**src/rtl/ecc_hec_pkg.sv**
```systemverilog
package ecc_hec_pkg;
  localparam int DATA_W = 32;
  localparam int PAR_W  = 6;
  localparam int CHK_W  = PAR_W + 1;
  localparam int POS_N  = DATA_W + PAR_W;

  typedef enum logic [2:0] {ST_IDLE, ST_RD, ST_WB, ST_RR, ST_RSP} st_e;

  typedef struct packed {
    logic [DATA_W-1:0] data;
    logic              sec;
    logic              ded;
  } dec_t;

  // Hamming parities over positions 1..POS_N, data in non-power-of-two slots
  function automatic logic [CHK_W-1:0] ecc_encode(input logic [DATA_W-1:0] d);
    logic [PAR_W-1:0] p;
    logic [4:0]       k;
    p = '0;
    k = '0;
    for (int pos = 1; pos <= POS_N; pos++) begin
      if ((pos & (pos - 1)) != 0) begin
        p = p ^ (PAR_W'(pos) & {PAR_W{d[k]}});
        k = k + 5'd1;
      end
    end
    return {(^d) ^ (^p), p};
  endfunction

  function automatic dec_t ecc_decode(input logic [DATA_W-1:0] d,
                                      input logic [CHK_W-1:0]  c);
    dec_t             r;
    logic [CHK_W-1:0] re;
    logic [PAR_W-1:0] syn;
    logic             perr;
    logic [4:0]       k;
    re   = ecc_encode(d);
    syn  = re[PAR_W-1:0] ^ c[PAR_W-1:0];
    perr = (^d) ^ (^c);
    r.data = d;
    r.sec  = perr;
    r.ded  = !perr && (syn != '0);
    k = '0;
    for (int pos = 1; pos <= POS_N; pos++) begin
      if ((pos & (pos - 1)) != 0) begin
        if (perr && (PAR_W'(pos) == syn)) r.data[k] = ~d[k];
        k = k + 5'd1;
      end
    end
    return r;
  endfunction
endpackage

```
**src/rtl/ecc_hec_array.sv**
```systemverilog
module ecc_hec_array
  import ecc_hec_pkg::*;
#(
  parameter int ADDR_W = 6
) (
  input  logic              clk,
  input  logic              rd_en,
  input  logic [ADDR_W-1:0] rd_addr,
  output logic [DATA_W-1:0] rd_data,
  output logic [CHK_W-1:0]  rd_chk,
  input  logic              wr_dat_en,
  input  logic              wr_chk_en,
  input  logic [ADDR_W-1:0] wr_addr,
  input  logic [DATA_W-1:0] wr_data,
  input  logic [CHK_W-1:0]  wr_chk
);
  localparam int DEPTH = 1 << ADDR_W;

  logic [DATA_W-1:0] mem_d [DEPTH];
  logic [CHK_W-1:0]  mem_c [DEPTH];

  always_ff @(posedge clk) begin
    if (wr_dat_en) mem_d[wr_addr] <= wr_data;
    if (wr_chk_en) mem_c[wr_addr] <= wr_chk;
    if (rd_en) begin
      rd_data <= mem_d[rd_addr];
      rd_chk  <= mem_c[rd_addr];
    end
  end
endmodule

```
**src/rtl/ecc_hec_entry.sv**
```systemverilog
module ecc_hec_entry
  import ecc_hec_pkg::*;
#(
  parameter int ADDR_W = 6
) (
  input  logic              clk,
  input  logic              rst_n,
  input  logic [ADDR_W-1:0] look_addr,
  output logic              hit,
  output logic [DATA_W-1:0] hit_data,
  input  logic              ld,
  input  logic [ADDR_W-1:0] ld_addr,
  input  logic [DATA_W-1:0] ld_data,
  input  logic              upd,
  input  logic [ADDR_W-1:0] upd_addr,
  input  logic [DATA_W-1:0] upd_data
);
  logic              valid;
  logic [ADDR_W-1:0] tag;
  logic [DATA_W-1:0] data;

  always_ff @(posedge clk) begin
    if (!rst_n) begin
      valid <= 1'b0;
      tag   <= '0;
      data  <= '0;
    end else if (ld) begin
      valid <= 1'b1;
      tag   <= ld_addr;
      data  <= ld_data;
    end else if (upd && valid && (upd_addr == tag)) begin
      data  <= upd_data;
    end
  end

  assign hit      = valid && (look_addr == tag);
  assign hit_data = data;

  // a load replaces the whole entry
  p_load_replace_r5: assert property (@(posedge clk) disable iff (!rst_n)
    ld |=> (valid && tag == $past(ld_addr) && data == $past(ld_data)));

  // a write to the held address refreshes the data
  p_write_refresh_r10: assert property (@(posedge clk) disable iff (!rst_n)
    (upd && !ld && valid && upd_addr == tag) |=> (data == $past(upd_data)));
endmodule

```
**src/rtl/ecc_hec_track.sv**
```systemverilog
module ecc_hec_track #(
  parameter int ADDR_W = 6,
  parameter int THR_W  = 4
) (
  input  logic              clk,
  input  logic              rst_n,
  input  logic              clr,
  input  logic [THR_W-1:0]  thr,
  input  logic              sec_ev,
  input  logic              ded_ev,
  input  logic [ADDR_W-1:0] ev_addr,
  output logic              irq,
  output logic [ADDR_W-1:0] sec_addr,
  output logic              ded_flag,
  output logic [ADDR_W-1:0] ded_addr
);
  logic [THR_W-1:0] cnt;
  logic [THR_W-1:0] cnt_inc;
  logic             count_on;

  assign cnt_inc  = cnt + THR_W'(1);
  assign count_on = (thr != '0);

  always_ff @(posedge clk) begin
    if (!rst_n) begin
      cnt      <= '0;
      irq      <= 1'b0;
      sec_addr <= '0;
      ded_flag <= 1'b0;
      ded_addr <= '0;
    end else if (clr) begin
      cnt      <= '0;
      irq      <= 1'b0;
      ded_flag <= 1'b0;
    end else begin
      if (sec_ev && count_on) begin
        if (cnt != '1) cnt <= cnt_inc;
        if (cnt_inc == thr) irq <= 1'b1;
        sec_addr <= ev_addr;
      end
      if (ded_ev) begin
        ded_flag <= 1'b1;
        ded_addr <= ev_addr;
      end
    end
  end

  // zero threshold keeps the interrupt and capture quiet
  p_thr_zero_quiet_r7: assert property (@(posedge clk) disable iff (!rst_n)
    (thr == '0 && !clr) |=> (!$rose(irq) && $stable(sec_addr) && $stable(cnt)));

  // the interrupt only rises after a counted correction
  p_irq_cause_r8: assert property (@(posedge clk) disable iff (!rst_n)
    $rose(irq) |-> $past(sec_ev && count_on));

  // clear empties the count and sticky flags
  p_clear_all_r9: assert property (@(posedge clk) disable iff (!rst_n)
    clr |=> (cnt == '0 && !irq && !ded_flag));
endmodule

```
**src/rtl/ecc_hec_ctrl.sv**
```systemverilog
module ecc_hec_ctrl
  import ecc_hec_pkg::*;
#(
  parameter int ADDR_W = 6,
  parameter int THR_W  = 4
) (
  input  logic              clk,
  input  logic              rst_n,
  input  logic              req_valid,
  output logic              req_ready,
  input  logic              req_we,
  input  logic [ADDR_W-1:0] req_addr,
  input  logic [31:0]       req_wdata,
  output logic              rsp_valid,
  input  logic              rsp_ready,
  output logic [31:0]       rsp_rdata,
  output logic              rsp_sec,
  output logic              rsp_ded,
  input  logic              ecc_en,
  input  logic              chk_wr_en,
  input  logic [THR_W-1:0]  thr,
  input  logic              stat_clr,
  output logic              sec_irq,
  output logic [ADDR_W-1:0] sec_addr,
  output logic              ded_err,
  output logic [ADDR_W-1:0] ded_addr
);
  st_e               st;
  logic [ADDR_W-1:0] addr_q;
  logic [DATA_W-1:0] fix_q;
  logic              ecc_q;
  logic              rsp_pend;

  logic              fire, rd_fire, wr_fire, use_cache;
  logic              c_hit;
  logic [DATA_W-1:0] c_data;
  logic              arr_re, arr_wd, arr_wc;
  logic [ADDR_W-1:0] arr_raddr, arr_waddr;
  logic [DATA_W-1:0] arr_rdata, arr_wdata;
  logic [CHK_W-1:0]  arr_rchk, arr_wchk;
  dec_t              dec;
  logic              sec_ev, ded_ev;

  assign req_ready = (st == ST_IDLE) && !rsp_pend;
  assign fire      = req_valid && req_ready;
  assign rd_fire   = fire && !req_we;
  assign wr_fire   = fire && req_we;
  assign use_cache = rd_fire && ecc_en && c_hit;

  assign arr_re    = (rd_fire && !use_cache) || (st == ST_RR);
  assign arr_raddr = (st == ST_RR) ? addr_q : req_addr;
  assign arr_wd    = (wr_fire && !chk_wr_en) || (st == ST_WB);
  assign arr_wc    = (wr_fire && (chk_wr_en || ecc_en)) || (st == ST_WB);
  assign arr_waddr = (st == ST_WB) ? addr_q : req_addr;
  assign arr_wdata = (st == ST_WB) ? fix_q : req_wdata;

  always_comb begin
    if (st == ST_WB)     arr_wchk = ecc_encode(fix_q);
    else if (chk_wr_en)  arr_wchk = req_wdata[CHK_W-1:0];
    else                 arr_wchk = ecc_encode(req_wdata);
  end

  assign dec    = ecc_decode(arr_rdata, arr_rchk);
  assign sec_ev = (st == ST_RD) && ecc_q && dec.sec;
  assign ded_ev = (st == ST_RD) && ecc_q && dec.ded;

  ecc_hec_array #(.ADDR_W(ADDR_W)) u_array (
    .clk(clk), .rd_en(arr_re), .rd_addr(arr_raddr),
    .rd_data(arr_rdata), .rd_chk(arr_rchk),
    .wr_dat_en(arr_wd), .wr_chk_en(arr_wc), .wr_addr(arr_waddr),
    .wr_data(arr_wdata), .wr_chk(arr_wchk)
  );

  ecc_hec_entry #(.ADDR_W(ADDR_W)) u_entry (
    .clk(clk), .rst_n(rst_n), .look_addr(req_addr),
    .hit(c_hit), .hit_data(c_data),
    .ld(sec_ev), .ld_addr(addr_q), .ld_data(dec.data),
    .upd(wr_fire && !chk_wr_en), .upd_addr(req_addr), .upd_data(req_wdata)
  );

  ecc_hec_track #(.ADDR_W(ADDR_W), .THR_W(THR_W)) u_track (
    .clk(clk), .rst_n(rst_n), .clr(stat_clr), .thr(thr),
    .sec_ev(sec_ev), .ded_ev(ded_ev), .ev_addr(addr_q),
    .irq(sec_irq), .sec_addr(sec_addr), .ded_flag(ded_err), .ded_addr(ded_addr)
  );

  always_ff @(posedge clk) begin
    if (!rst_n) begin
      st        <= ST_IDLE;
      addr_q    <= '0;
      fix_q     <= '0;
      ecc_q     <= 1'b0;
      rsp_pend  <= 1'b0;
      rsp_rdata <= '0;
      rsp_sec   <= 1'b0;
      rsp_ded   <= 1'b0;
    end else begin
      if (rsp_pend && rsp_ready) rsp_pend <= 1'b0;
      unique case (st)
        ST_IDLE: if (rd_fire) begin
          addr_q <= req_addr;
          ecc_q  <= ecc_en;
          if (use_cache) begin
            rsp_rdata <= c_data;
            rsp_sec   <= 1'b0;
            rsp_ded   <= 1'b0;
            rsp_pend  <= 1'b1;
          end else begin
            st <= ST_RD;
          end
        end
        ST_RD: if (sec_ev) begin
          fix_q <= dec.data;
          st    <= ST_WB;
        end else begin
          rsp_rdata <= ecc_q ? dec.data : arr_rdata;
          rsp_sec   <= 1'b0;
          rsp_ded   <= ded_ev;
          rsp_pend  <= 1'b1;
          st        <= ST_IDLE;
        end
        ST_WB:  st <= ST_RR;
        ST_RR:  st <= ST_RSP;
        ST_RSP: begin
          rsp_rdata <= fix_q;
          rsp_sec   <= 1'b1;
          rsp_ded   <= 1'b0;
          rsp_pend  <= 1'b1;
          st        <= ST_IDLE;
        end
        default: st <= ST_IDLE;
      endcase
    end
  end

  assign rsp_valid = rsp_pend;

  // correction path holds off requests for three more cycles
  p_sec_sequence_r3: assert property (@(posedge clk) disable iff (!rst_n)
    sec_ev |=> (!req_ready ##1 !req_ready ##1 !req_ready ##1 (rsp_valid && rsp_sec)));

  // a cache hit answers on the accept edge without error
  p_hit_fast_r4: assert property (@(posedge clk) disable iff (!rst_n)
    (rd_fire && ecc_en && c_hit) |=> (rsp_valid && !rsp_sec && !rsp_ded));

  // an uncorrectable word is answered directly with its flag
  p_ded_direct_r6: assert property (@(posedge clk) disable iff (!rst_n)
    ded_ev |=> (rsp_valid && rsp_ded && !rsp_sec && st == ST_IDLE));

  // a stalled response does not move
  p_rsp_hold_r13: assert property (@(posedge clk) disable iff (!rst_n)
    (rsp_valid && !rsp_ready) |=> (rsp_valid && $stable(rsp_rdata)
                                   && $stable(rsp_sec) && $stable(rsp_ded)));
endmodule

```
**config.mk**
```make
export PLATFORM = sky130hd
export DESIGN_NAME = ecc_hec_ctrl
export DESIGN_NICKNAME = d
export VERILOG_FILES = /design/src/rtl/ecc_hec_pkg.sv /design/src/rtl/ecc_hec_array.sv /design/src/rtl/ecc_hec_entry.sv /design/src/rtl/ecc_hec_track.sv /design/src/rtl/ecc_hec_ctrl.sv
export SDC_FILE = /design/constraint.sdc
export NUM_CORES = 2
export LEC_CHECK = 0
export CORE_ASPECT_RATIO = 0.8
export CORE_MARGIN = 2
export CORE_UTILIZATION = 44
export DETAILED_ROUTE_END_ITERATION = 6
export GPL_TIMING_DRIVEN = 0
export PLACE_DENSITY = 0.7
export SLEW_MARGIN = 20
export SYNTH_ARGS = -nofsm -noshare
export SYNTH_HDL_FRONTEND = slang
export SYNTH_HIERARCHICAL = 1
export SYNTH_SLANG_ARGS = --single-unit
```
**constraint.sdc**
```tcl
create_clock -name clk -period 10 [get_ports clk]
set_input_delay 1.5 -clock clk [delete_from_list [all_inputs] [get_ports clk]]
set_output_delay 1.5 -clock clk [all_outputs]
set_load 0.05 [all_outputs]
```
== Word level (Yosys, flattened, before mapping) ==
Memory sizes are Yosys's and may differ from the RTL's. A register that Yosys moved wholly into a read port is not among the register bits.
Cells that the tools add are included.
Storage, ports and cells
  flip-flop bits (word level): 134
  bits in writable memories: 2496
  input bits: 50
  output and inout port bits: 50
  word-level logic and storage cells: 870
  memories kept: 2
Memories
  u_array.mem_d: depth 64, width 32, rd ports 1, clocked after Yosys merged registers in 1, write ports 1, RTL line ecc_hec_array.sv:19  | logic [DATA_W-1:0] mem_d [DEPTH];
  u_array.mem_c: depth 64, width 7, rd ports 1, clocked after Yosys merged registers in 1, write ports 1, RTL line ecc_hec_array.sv:20  | logic [CHK_W-1:0] mem_c [DEPTH];
Operators by class
  add/sub/neg operators: 61
  $lt $le $gt $ge: 62
  equal/unequal tests: 56
  mux-type cells: 468
  bitwise logic cells: 129
  reductions and logical operators: 76
Operators with widths (count)
  $mux W32: 24
  $mux W6: 116
  $mux W5: 94
  $lt A5 B6 Y1 const B: 62
  $bmux W1 S5: 62
  $add A5 B1 Y5 const B: 60
  $xor A6 B5 Y6: 30
  $mux W1: 116
  $xor A6 B6 Y6: 18
  $pmux W32 S3: 1
  $reduce_xor A32 Y1: 3
  $eq A5 B6 Y1 const A: 15
  $xor A6 B4 Y6: 14
  $xor A5 B5 Y5: 14
  $logic_and A1 B1 Y1: 50
  $eq A4 B6 Y1 const A: 7
  $mux W4: 10
  $eq A6 B6 Y1 const A: 6
  $xor A6 B3 Y6: 6
  $mux W3: 11
  $not A1 Y1: 32
  $mux W31: 1
  $mux W30: 1
  $mux W29: 1
  other kinds (55): 98

== Longest topological paths before layout ==
  depth in word-level cells: 102
  gate-level depth with buffers: 14
  gate-level depth less buffers: 11

== Modules after synthesis ==
Netlist, hierarchy kept.
By module, submodules not included
  ecc_hec_array: times used 1, cells each 4108, area an instance 96779.1 um2, seq. area each 76123.0 um2
  ecc_hec_ctrl: times used 1, cells each 982, area an instance 7511.0 um2, seq. area each 1541.5 um2
  ecc_hec_entry: times used 1, cells each 213, area an instance 2064.5 um2, seq. area each 780.7 um2
  ecc_hec_track: times used 1, cells each 85, area an instance 789.5 um2, seq. area each 360.3 um2

== Least setup slack after synthesis ==
No wires, ideal clock.
  path kind: register -> register
  start point: register rsp_pend, in the netlist rsp_valid
  end point: register u_array.rd_chk[0] (read register of u_array.mem_c), enable pin
  setup time: 0.489 ns
  data arrival time: 5.422 ns
  setup slack: 4.089 ns
  stages on the path, launching flop included: 5
  path through: dfxtp_1 nor4_1 nand3b_1 clkbuf_1 o21ai_0
Between the ends
  longest elaborated chain between the ends: 9
RTL lines
  start: declaration: RTL line ecc_hec_ctrl.sv:32  | logic rsp_pend;
  start signal: assignment: RTL line ecc_hec_ctrl.sv:93  | rsp_pend <= 1'b0;
  start signal: assignment: RTL line ecc_hec_ctrl.sv:98  | if (rsp_pend && rsp_ready) rsp_pend <= 1'b0;
  start signal: assignment: RTL line ecc_hec_ctrl.sv:107  | rsp_pend <= 1'b1;
  $logic_not A1 Y1 (*): RTL line ecc_hec_ctrl.sv:44  | assign req_ready = (st == ST_IDLE) && !rsp_pend;
  $logic_and A1 B1 Y1 (*): RTL line ecc_hec_ctrl.sv:44
  net req_ready: RTL line ecc_hec_ctrl.sv:10  | output logic req_ready,
  $logic_and A1 B1 Y1 (*): RTL line ecc_hec_ctrl.sv:45  | assign fire = req_valid && req_ready;
  $logic_and A1 B1 Y1 (*): RTL line ecc_hec_ctrl.sv:46  | assign rd_fire = fire && !req_we;
  $logic_and A1 B1 Y1 (2 in a row): RTL line ecc_hec_ctrl.sv:48  | assign use_cache = rd_fire && ecc_en && c_hit;
  $logic_not A1 Y1: RTL line ecc_hec_ctrl.sv:50  | assign arr_re = (rd_fire && !use_cache) || (st == ST_RR);
  $logic_and A1 B1 Y1 (*): RTL line ecc_hec_ctrl.sv:50
  $logic_or A1 B1 Y1 (*): RTL line ecc_hec_ctrl.sv:50
  net arr_re: RTL line ecc_hec_ctrl.sv:37  | logic arr_re, arr_wd, arr_wc;
  end: declaration: RTL line ecc_hec_array.sv:10  | output logic [CHK_W-1:0] rd_chk,
Mark *: on every way through the listed nets, which the timed path passes. The rest lies on a longest branch.
A chain may end at the register's enable or synchronous reset.

== Worst setup path in the final report ==
  start point: register st[1]
  end point: register u_array.rd_data[17] (read register of u_array.mem_d) (data pin)
Between the ends
  elaborated cells on any way between the ends: 11
  those cells by class: eq/ne: 1; mux: 1; reduce/logical: 9
RTL lines
  start: declaration: RTL line ecc_hec_ctrl.sv:28  | st_e st;
  start signal: assignment: RTL line ecc_hec_ctrl.sv:89  | st <= ST_IDLE;
  start signal: assignment: RTL line ecc_hec_ctrl.sv:109  | st <= ST_RD;
  start signal: assignment: RTL line ecc_hec_ctrl.sv:114  | st <= ST_WB;
  $eq A3 B2 Y1: RTL line ecc_hec_ctrl.sv:51  | assign arr_raddr = (st == ST_RR) ? addr_q : req_addr;
  $mux W6: RTL line ecc_hec_ctrl.sv:51
  net arr_raddr[1]: RTL line ecc_hec_ctrl.sv:38  | logic [ADDR_W-1:0] arr_raddr, arr_waddr;
  end: declaration: RTL line ecc_hec_array.sv:9  | output logic [DATA_W-1:0] rd_data,
The timed path passes the listed nets, and every way through them passes these cells.

==> results.py <==
metrics = {
    "outcome": {
        "outcome": "finished clean",
    },
    "timing": {
        "fin_skew_ns": 0.0854,
        "period_share_pct": 60.1,
        "fmax_ghz": 0.166,
        "min_period_ns": 6.01,
        "tightest_slew_ns": 1.41,
        "fin_setup_tns_ns": 0,
        "maxSlewHeadroom_pct": 5.82,
        "rsz0062_at_grt": "false",
        "setup_violations": 0,
        "drv_slew": 0,
        "hold_viol_final": 0,
    },
    "global_route": {
        "grt_pass1_vias": 56300,
        "grt.total_usage_pct": 27.5,
        "antenna_found_initial": 26,
        "grt_pass1_wl_mm": 466,
        "overflow": 0,
        "grt_max_degree": 65,
    },
    "power_and_ir_drop": {
        "p_leak_nw": 39.5,
        "ir_worst_vdd_mv": 0.170,
        "powerDensity_mw_per_mm2": 209,
    },
    "setup_path": {
        "setup.worst_path.start_class": "register",
        "crit_type": "reg2reg",
        "endpoint_kind": "register",
        "cp.arrival_ns": 6.49,
        "worst_ep_required_time_ns": 10.48,
        "cp_max_fo": 10,
    },
    "final_layout": {
        "seq_area_mm2": 0.0788,
        "drive_above_1_share_pct": 25.7,
        "fin_cells": 9278,
        "multiInputGateArea_mm2": 0.0274,
        "final_util_pct": 51.2,
        "area_delta_synth_final_pct": 16.0,
        "n_fill_cell": 18900,
        "nets": 5926,
    },
    "logic_synthesis": {
        "synth_largest_area_cell": "edfxtp_1",
        "synthMuxAreaShare_pct": 16.7,
        "synth_cells": 5388,
        "synth_compound_area_share_pct": 2.95,
        "yosysMostFrequentCell": "edfxtp_1",
        "synth_xor_area_share_pct": 2.28,
        "synth-simple-area-share_pct": 2.81,
        "synth.cell_area_mm2": 0.107,
        "synth_edf_count": 2535,
        "synth_seq_cells": 2669,
        "synth.distinct_cells": 77,
        "ys_seq_area_share_pct": 73.6,
        "synthTopCellsByCount": "edfxtp_1, mux4_2, nand2_1",
        "syn_area_per_cell_um2": 19.9,
        "synth_nets": 5439,
        "async_flop_share_pct": 0,
        "yosysWarnings": 6,
        "synthAdderAreaFrac_pct": 0.0117,
        "netlist.area_leader.share_pct": 71.0,
        "synth_ff_type": "edfxtp_1",
        "synthTopCellsByArea": "edfxtp_1, mux4_2, dfxtp_1",
        "synth_top_family_by_area": "multiplexers",
    },
    "min_path": {
        "hold_path.class": "reg2reg",
    },
    "drt": {
        "vias": 59200,
        "drtPass1Iterations": 6,
        "ant_nets": 0,
        "wl_per_cell_um": 36.9,
        "drt_iter0_drc": 10600,
        "via_per_inst": 6.38,
        "drt-total-wl_mm": 343,
        "drcViolationCount": 0,
    },
    "cts": {
        "cts_inserted_buffers": 266,
        "ctsHoldBuffers": 0,
        "post_cts_resized": 0,
        "cts_tree": "built",
        "cts_sinks": 2669,
        "ctsRootBufferMaster": "clkbuf_16",
        "postCtsSetupBuffers": 0,
        "path_clk_slew_ns": 0.06,
        "htree_levels": 5,
        "clk_latency_ns": 0.87,
        "clock_path_buffers": 4,
    },
    "die": {
        "die_area_mm2": 0.247,
        "std_cell_rows": 162,
        "die_w_um": 556,
        "coreArea_mm2": 0.243,
        "start_util_pct": 44.1,
        "ioPinCount": 100,
        "die_h_um": 445,
    },
    "placement": {
        "hpwlAfterDp_mm": 243,
        "place.gp.congestion": 1.09,
        "placed_cells": 8805,
        "io_buffer_count": 99,
    },
    "run": {
        "maxCapViolCount": 0,
    },
}
==> per-layer routing <==
layer / GRT usage (%) / vias up / wire (um)
li1: - / 23100 / -
met1: 39.8 / 31000 / 132000
met2: 38.5 / 4419 / 144000
met3: 9.02 / 667 / 50600
met4: 10.4 / 14 / 15500
met5: 0 / - / 93
==> per-stage QoR <==
| stage | setup slack [ns] | hold slack [ns] | power (W) | area [um^2] |
|---|---|---|---|---|
| after global routing | 4.01 | 0.487 | 0.0265 | 124000 |
| after floorplan | 4.09 | 0.437 | 0.0146 | 107000 |
| after CTS | 4.12 | 0.458 | 0.0259 | 124000 |
| after global placement | 1.01 | 0.444 | 0.0160 | 112000 |
| after detailed placement | 3.37 | 0.450 | 0.0162 | 116000 |
| final | 3.99 | 0.462 | 0.0259 | 124000 |
==> layout make-up <==
type	count	share of cell area, %
Timing Repair Buffer	219	3.07
Tap cell	3198	3.22
Clock buffer	324	5.70
Buffer	315	1.26
Antenna cell	6	0.0121
Inverter	58	0.175
Clock inverter	143	1.08
Multi-Input combinational cell	2346	22.1
Sequential cell	2669	63.4
==> sequential cells by signal, summed over array words and instances, names as in the netlist, 3 cells and up <==
register / flops
addr_q: 6
fix_q: 32
rsp_rdata: 32
st: 3
u_array/mem_c: 448
u_array/mem_d: 2048
u_array/rd_chk: 7
u_array/rd_data: 32
u_entry/hit_data: 32
u_entry/tag: 6
u_track/cnt: 4
u_track/ded_addr: 6
u_track/sec_addr: 6
==> placed cells by master, fill, tap and decap left out, drive strengths merged, types with 74 or more instances in the layout <==
cell,Yosys,final
mux2,164,164
clkinv,1,103
nand2,251,251
xnor2,168,168
o21ai,97,97
buf,155,274
clkbuf,160,485
dfxtp,134,134
a21oi,74,74
nor2,207,207
mux2i,199,199
mux4,626,626
clkdlybuf4s50,0,99
edfxtp,2535,2535
==> cell families (layout without fill, tap and decap cells) <==
| logic type | after synthesis | in the layout |
|---|---|---|
| xor gates and xnor gates | 241 | 241 |
| adders and majority gates | 1 | 1 |
| buffers and inverters | 373 | 1059 |
| other | 0 | 6 |
| DFF | 2669 | 2669 |
| muxes | 989 | 989 |
| AOI/OAI and AO/OA | 454 | 454 |
| and+or+nand+nor | 661 | 661 |
==> power breakdown <==
group | total (W) | switching (W) | internal, W
combinational | 0.00340 | 0.00237 | 0.00103
sequential | 0.0127 | 0.0000462 | 0.0126
clock | 0.00986 | 0.00425 | 0.00561
==> final timing paths <==
kind	start	end	slack (ns)	cells past startpoint
worst min register to register	u_entry/hit_data[24]	u_entry/hit_data[24]	0.46	2
worst max register to register	st[1]	u_array/rd_data[17]	3.99	12
worst max-delay path	st[1]	u_array/rd_data[17]	3.99	12
worst min-delay path	u_entry/hit_data[24]	u_entry/hit_data[24]	0.46	2
==> worst max-delay path, stage by stage, from the launching register on <==
cell      delay, ns
dfxtp_1        0.31
clkbuf_1       0.44
nand3b_1       0.48
mux2_2         0.40
buf_2          0.23
buf_2          0.52
buf_2          0.45
buf_2          0.49
clkbuf_1       0.78
mux4_2         0.42
mux2_2         0.33
a22oi_1        0.50
nand4_1        0.31
No activity file was read; power rests on OpenSTA's default activity.
